$ cat src/rtl/idle_pd_pkg.sv
package idle_pd_pkg;
  localparam int unsigned REG_W         = 8;
  localparam int unsigned R0_IDLE_HI_BIT = 1;
  localparam int unsigned R0_APD_EN_BIT  = 2;
  localparam int unsigned R1_SRC_BIT     = 0;
  localparam int unsigned R1_SLEEP_BIT   = 1;

  typedef struct packed {
    logic sleep_en;
    logic src_main;
    logic apd_en;
    logic idle_high;
  } pm_cfg_t;
endpackage

$ cat src/rtl/sync_bank.sv
module sync_bank #(
  parameter int unsigned WIDTH  = 1,
  parameter int unsigned STAGES = 2,
  parameter logic [WIDTH-1:0] RST_VAL = '0
) (
  input  logic             clk,
  input  logic             rst,
  input  logic [WIDTH-1:0] d_i,
  output logic [WIDTH-1:0] q_o
);
  logic [WIDTH-1:0] st [STAGES];

  always_ff @(posedge clk) begin
    if (rst) begin
      for (int i = 0; i < STAGES; i++) st[i] <= RST_VAL;
    end else begin
      st[0] <= d_i;
      for (int i = 1; i < STAGES; i++) st[i] <= st[i-1];
    end
  end

  assign q_o = st[STAGES-1];
endmodule

$ cat src/rtl/pm_regs.sv
module pm_regs
  import idle_pd_pkg::*;
#(
  parameter int unsigned DATA_W = REG_W
) (
  input  logic              clk,
  input  logic              rst,
  input  logic              wr_i,
  input  logic              addr_i,
  input  logic [DATA_W-1:0] wdata_i,
  output logic [DATA_W-1:0] reg0_o,
  output logic [DATA_W-1:0] reg1_o,
  output pm_cfg_t           cfg_o
);
  logic [DATA_W-1:0] r0_q, r1_q;

  always_ff @(posedge clk) begin
    if (rst) begin
      r0_q <= '0;
      r1_q <= '0;
    end else if (wr_i) begin
      if (addr_i) r1_q <= wdata_i;
      else        r0_q <= wdata_i;
    end
  end

  assign reg0_o          = r0_q;
  assign reg1_o          = r1_q;
  assign cfg_o.idle_high = r0_q[R0_IDLE_HI_BIT];
  assign cfg_o.apd_en    = r0_q[R0_APD_EN_BIT];
  assign cfg_o.src_main  = r1_q[R1_SRC_BIT];
  assign cfg_o.sleep_en  = r1_q[R1_SLEEP_BIT];

  // addressed register takes the written byte
  assert_wr_reg0_R9: assert property (@(posedge clk) disable iff (rst)
    (wr_i && !addr_i) |=> (reg0_o == $past(wdata_i)));
  assert_wr_reg1_R9: assert property (@(posedge clk) disable iff (rst)
    (wr_i && addr_i) |=> (reg1_o == $past(wdata_i)));
endmodule

$ cat src/rtl/idle_counter.sv
module idle_counter
  import idle_pd_pkg::*;
#(
  parameter int unsigned CNT_W = 4
) (
  input  logic    clk,
  input  logic    rst,
  input  logic    tick_i,
  input  logic    strobe_i,
  input  logic    strobe_d_i,
  input  pm_cfg_t cfg_i,
  output logic    sat_o
);
  localparam logic [CNT_W-1:0] CNT_MAX = {CNT_W{1'b1}};

  logic [CNT_W-1:0] cnt_q;
  logic             clr;

  assign clr = !cfg_i.apd_en
             || (strobe_i != cfg_i.idle_high)
             || (strobe_i != strobe_d_i);

  always_ff @(posedge clk) begin
    if (rst)                              cnt_q <= '0;
    else if (clr)                         cnt_q <= '0;
    else if (tick_i && cnt_q != CNT_MAX)  cnt_q <= cnt_q + 1'b1;
  end

  assign sat_o = (cnt_q == CNT_MAX);

  // disabled auto power-down keeps the counter empty
  assert_disabled_clears_R4: assert property (@(posedge clk) disable iff (rst)
    !cfg_i.apd_en |=> (cnt_q == '0));
  // saturated counter holds while the strobe stays idle
  assert_saturate_R10: assert property (@(posedge clk) disable iff (rst)
    (sat_o && cfg_i.apd_en && strobe_i == cfg_i.idle_high && strobe_i == strobe_d_i) |=> sat_o);
endmodule

$ cat src/rtl/idle_pd_ctrl.sv
module idle_pd_ctrl
  import idle_pd_pkg::*;
#(
  parameter int unsigned DATA_W      = REG_W,
  parameter int unsigned CNT_W       = 4,
  parameter int unsigned SYNC_STAGES = 2
) (
  input  logic              clk,
  input  logic              rst,
  input  logic              ale_i,
  input  logic              cs_n_i,
  input  logic              ext_cnt_clk_i,
  input  logic              reg_wr_i,
  input  logic              reg_addr_i,
  input  logic [DATA_W-1:0] reg_wdata_i,
  output logic [DATA_W-1:0] reg0_o,
  output logic [DATA_W-1:0] reg1_o,
  output logic              pd_o,
  output logic              sleep_o,
  output logic              gate_en_o
);
  localparam int unsigned NSYNC = 3;

  logic [NSYNC-1:0] raw_in, sync_out;
  logic             ale_s, cs_n_s, ext_s;
  logic             ale_d, ext_d;
  logic             ext_tick, tick;
  logic             sat;
  pm_cfg_t          cfg;
  logic             pd_q, sleep_q, gate_q;

  assign raw_in = {ext_cnt_clk_i, cs_n_i, ale_i};

  sync_bank #(.WIDTH(NSYNC), .STAGES(SYNC_STAGES), .RST_VAL('0)) u_sync (
    .clk(clk), .rst(rst), .d_i(raw_in), .q_o(sync_out)
  );

  assign ale_s  = sync_out[0];
  assign cs_n_s = sync_out[1];
  assign ext_s  = sync_out[2];

  always_ff @(posedge clk) begin
    if (rst) begin
      ale_d <= 1'b0;
      ext_d <= 1'b0;
    end else begin
      ale_d <= ale_s;
      ext_d <= ext_s;
    end
  end

  assign ext_tick = ext_s && !ext_d;
  assign tick     = cfg.src_main ? 1'b1 : ext_tick;

  pm_regs #(.DATA_W(DATA_W)) u_regs (
    .clk(clk), .rst(rst), .wr_i(reg_wr_i), .addr_i(reg_addr_i),
    .wdata_i(reg_wdata_i), .reg0_o(reg0_o), .reg1_o(reg1_o), .cfg_o(cfg)
  );

  idle_counter #(.CNT_W(CNT_W)) u_cnt (
    .clk(clk), .rst(rst), .tick_i(tick), .strobe_i(ale_s),
    .strobe_d_i(ale_d), .cfg_i(cfg), .sat_o(sat)
  );

  always_ff @(posedge clk) begin
    if (rst) begin
      pd_q    <= 1'b0;
      sleep_q <= 1'b0;
      gate_q  <= 1'b1;
    end else begin
      pd_q    <= cs_n_s || (cfg.apd_en && sat);
      sleep_q <= cfg.sleep_en && cfg.apd_en && cfg.idle_high && sat;
      gate_q  <= !cs_n_s;
    end
  end

  assign pd_o      = pd_q;
  assign sleep_o   = sleep_q;
  assign gate_en_o = gate_q;

  // deselect forces power-down and closes the input gate
  assert_cs_forces_pd_R8: assert property (@(posedge clk) disable iff (rst)
    cs_n_s |=> (pd_o && !gate_en_o));
  // sleep never without power-down
  assert_sleep_implies_pd_R6: assert property (@(posedge clk) disable iff (rst)
    sleep_o |-> pd_o);
  // sleep follows only a full three-bit configuration
  assert_sleep_cfg_R6: assert property (@(posedge clk) disable iff (rst)
    $rose(sleep_o) |-> $past(cfg.sleep_en && cfg.apd_en && cfg.idle_high));
endmodule

$ cat config.mk
export PLATFORM = sky130hd
export DESIGN_NAME = idle_pd_ctrl
export DESIGN_NICKNAME = d
export VERILOG_FILES = /design/src/rtl/idle_pd_pkg.sv /design/src/rtl/sync_bank.sv /design/src/rtl/pm_regs.sv /design/src/rtl/idle_counter.sv /design/src/rtl/idle_pd_ctrl.sv
export SDC_FILE = /design/constraint.sdc
export NUM_CORES = 1
export LEC_CHECK = 0
export ABC_AREA = 1
export CAP_MARGIN = 0
export CORE_MARGIN = 5
export CORE_UTILIZATION = 45
export CTS_CLUSTER_SIZE = 16
export DETAILED_ROUTE_END_ITERATION = 6
export PLACE_DENSITY_LB_ADDON = 0.12
export SLEW_MARGIN = 10
export SYNTH_ARGS = -nofsm -noshare
export SYNTH_HDL_FRONTEND = slang
export SYNTH_SLANG_ARGS = --single-unit
export TNS_END_PERCENT = 5
$ cat constraint.sdc
create_clock -name clk -period 1.35 [get_ports clk]
set_clock_uncertainty 0.1 [all_clocks]
set_input_delay 0.27 -clock clk [delete_from_list [all_inputs] [get_ports clk]]
set_output_delay 0.27 -clock clk [all_outputs]
set_load 0.01 [all_outputs]
==> results of run 1 <==
## routing by layer
metal	routed length (um)	up-vias	track usage [%]
met1	1070	420	17.1
li1	-	534	-
met3	163	6	7.66
met2	1070	28	24.2
met5	0	-	0
met4	64	0	9.60
## cells in the mapped netlist
cell | number | area [sq um]
nand3_2 | 1 | 10.0
buf_6 | 1 | 11.3
ha_1 | 1 | 12.5
o21ai_1 | 2 | 10.0
nor2_1 | 43 | 161
nand3_1 | 2 | 10.0
a21boi_2 | 1 | 11.3
nand2_1 | 15 | 56.3
inv_4 | 1 | 6.26
a21oi_1 | 2 | 10.0
clkinv_1 | 1 | 3.75
nor3_1 | 1 | 5.00
nand4_1 | 1 | 6.26
inv_1 | 17 | 63.8
nand2_2 | 3 | 18.8
nor2_4 | 3 | 33.8
o21ai_0 | 16 | 80.1
nor2_2 | 1 | 6.26
dfxtp_1 | 31 | 621
inv_2 | 2 | 7.51
clkbuf_2 | 1 | 5.00
## how the worst min path moves through the flow
stage	to	slack (ps)	start
2_1_floorplan	gate_en_o	260	u_sync.st[0][4]
3_3_place_gp	gate_en_o	290	u_sync.st[0][4]
3_5_place_dp	u_sync.st[0][5]	300	u_sync.st[0][2]
4_1_cts	gate_en_o	310	u_sync.st[0][4]
5_1_grt	u_sync.st[0][5]	320	u_sync.st[0][2]
6_report	gate_en_o	300	u_sync.st[0][4]
## logic make-up after synthesis
family,Yosys count
simple gates,70
buf+inv,23
fa+ha+maj,1
flops,31
compound gates,21
## power by group
part           switching, W  internal, W  leakage, nW
clock              0.000283     0.000241       0.0341
sequential        0.0000189     0.000958        0.256
combinational      0.000114     0.000112        0.412
## stage by stage
| stage | instances | hold WS, ps | setup TNS (ps) |
|---|---|---|---|
| 6_report | 219 | 299 | 0 |
| 5_1_grt | 219 | 324 | 0 |
| 4_1_cts | 219 | 310 | 0 |
| 3_5_place_dp | 212 | 299 | -2560 |
| 3_3_place_gp | 212 | 287 | -1980 |
| 2_1_floorplan | 146 | 264 | 0 |
## area by class of cell
type                            count  area, sq um  area share (%)
Clock buffer                        6         51.3            3.23
Tap cell                           30         37.5            2.37
Multi-Input combinational cell     92          434            27.4
Sequential cell                    31          624            39.4
Clock inverter                      1         5.00           0.315
Inverter                           21         81.3            5.13
Timing Repair Buffer               38          353            22.2
## cells in the final DEF, fill, tap and decap left out
cell type         n
nor2_1           43
dfxtp_1          28
inv_1            17
o21ai_0          16
nand2_1          15
clkdlybuf4s50_1  14
dlygate4sd2_1    12
clkdlybuf4s15_1   7
clkbuf_4          5
buf_4             5
nor2_4            3
nand2_2           3
dfxtp_2           3
inv_2             2
nand3_1           2
o21ai_1           2
a21oi_1           2
inv_4             1
nand3_2           1
a21boi_2          1
nor3_1            1
nor2_2            1
nand4_1           1
clkinv_1          1
ha_2              1
clkinv_2          1
clkbuf_8          1
## state kept, by name, summed over array words and instances (netlist names)
name	flops
u_regs.reg1_o	8
u_cnt.cnt_q	4
pd_o	1
gate_en_o	1
ale_d	1
ext_d	1
sleep_o	1
u_regs.reg0_o	8
u_sync.st	6
## repair_timing
item / in CTS / in global routing
hold buffers: 0 / 0
resized for setup: 19 / 11
endpoints found under the setup margin: 19 / 9
cloned: 0 / 0
==> flow_metrics.tcl, run 1 <==
set metrics [dict create \
    htree_levels 2 \
    synth_cell_types 21 \
    stdcell_area_sq_um 1590 \
    grt_first_pass_wirelength_um 4080 \
    cp_num_buf_inv 1 \
    worstRegToRegCells 7 \
    worst_ep_required_time_ps 980 \
    r2r_end "u_cnt.cnt_q[0]" \
    endpoint_kind "primary output" \
    synth_compound_area_share_pct 9.68 \
    crit_path_max_incr_delay_ps 340 \
    route.detailed.drc 0 \
    synth_area_sq_um 1150 \
    io_pins 34 \
    max_freq_mhz 778 \
    r2r_start "u_cnt.cnt_q[0]" \
    grt_max_degree 18 \
    coreArea_sq_um 2450 \
    synthAdderAreaFrac_pct 1.09 \
    die_width_um 60.6 \
    area_growth_pct 38.0 \
    synth_cells 146 \
    hp-class "reg2reg" \
    status "complete, no violations" \
    synth-simple-area-share_pct 26.8 \
    total_power_w 0.00173 \
    start_util_pct 46.8 \
    final_util_pct 64.6 \
    min_period_ps 1280 \
    syn_avg_cell_area_sq_um 7.88 \
    slew_headroom_pct 84.1 \
    clk_latency_ps 320 \
    dr.pass1.iters 4 \
    path_clk_slew_ps 100 \
    p_per_area_nw_per_um2 1090 \
    place_area_sq_um 1540 \
    path_max_fanout 2 \
    grt_usage_pct 15.6 \
    cts_setup_buffers 0 \
    p_leak_nw 0.702 \
    synth_fp_nets 162 \
    layout-drive-gt1-share_pct 14.8 \
    synth-seq-cells 31 \
    vias_per_cell 4.51 \
    clk_path_buf_depth 2 \
    dieArea_sq_um 3670 \
    finalCritPeriodShare_pct 95.2 \
    grt.overflow.total 0 \
    place_worst_setup_slack_ps -181 \
    path_class "reg2out" \
    gp_congestion 0.754 \
    slew_violations 0 \
    ant_nets 0 \
    worst-r2r-setup-slack_ps 130 \
    grt_antenna_before_repair 0 \
    detailroute.via_count 988 \
    setup_viol 0 \
    synth_top_family_by_area "simple AND/OR/NAND/NOR gates" \
    hold-path-cell-count 1 \
    worstMarginPinSlew_ps 238 \
    worstPathCellList "clkdlybuf4s15_1" \
    clockRootBuffer "clkbuf_4" \
    wl_um 2360 \
    slowest_stage "dfxtp_1" \
    place_hpwl_um 1870 \
    antennaDiodeCount 0 \
    worstPathArrival_ps 910 \
    routedWlPerCell_um 10.8 \
    fillers 246 \
    synth-xor-area-share_pct 0 \
    grt_pass1_vias 996 \
    rsz0062_at_grt "false" \
    setup_ws_ps 65.0 \
    io_buffers 33 \
    fp-row-count 18 \
    cpLargestDelayFamily "flip-flops" \
    finalHoldViolations 0 \
    muxShareOfSynthArea_pct 0 \
    cts_tree "yes" \
    worst-path-stages 1 \
    max_cap_viol_count 0 \
    drtIter0Drc 20 \
    ys_warn_count 0 \
    cts_sinks 31 \
    ir_drop_uv 786 \
    final_nets 205 \
    crit_end "reg0_o[2]" \
    die_h_um 60.6 \
    ys_seq_area_share_pct 54.0 \
    crit_start "u_regs.reg0_o[2]" \
    crit_path_start_kind "register" \
    numCtsBuffers 5 \
]
Power figures use the tool's default switching activity.
==> run 2, diff against run 1 <==
--- a/config.mk
+++ b/config.mk
@@ -11,6 +11,7 @@
 export CORE_UTILIZATION = 45
 export CTS_CLUSTER_SIZE = 16
 export DETAILED_ROUTE_END_ITERATION = 6
+export HOLD_SLACK_MARGIN = 0.08
 export PLACE_DENSITY_LB_ADDON = 0.12
 export SLEW_MARGIN = 10
 export SYNTH_ARGS = -nofsm -noshare
==> results of run 2 <==
No change in the layout: final DEF, timing and power equal those of run 1.
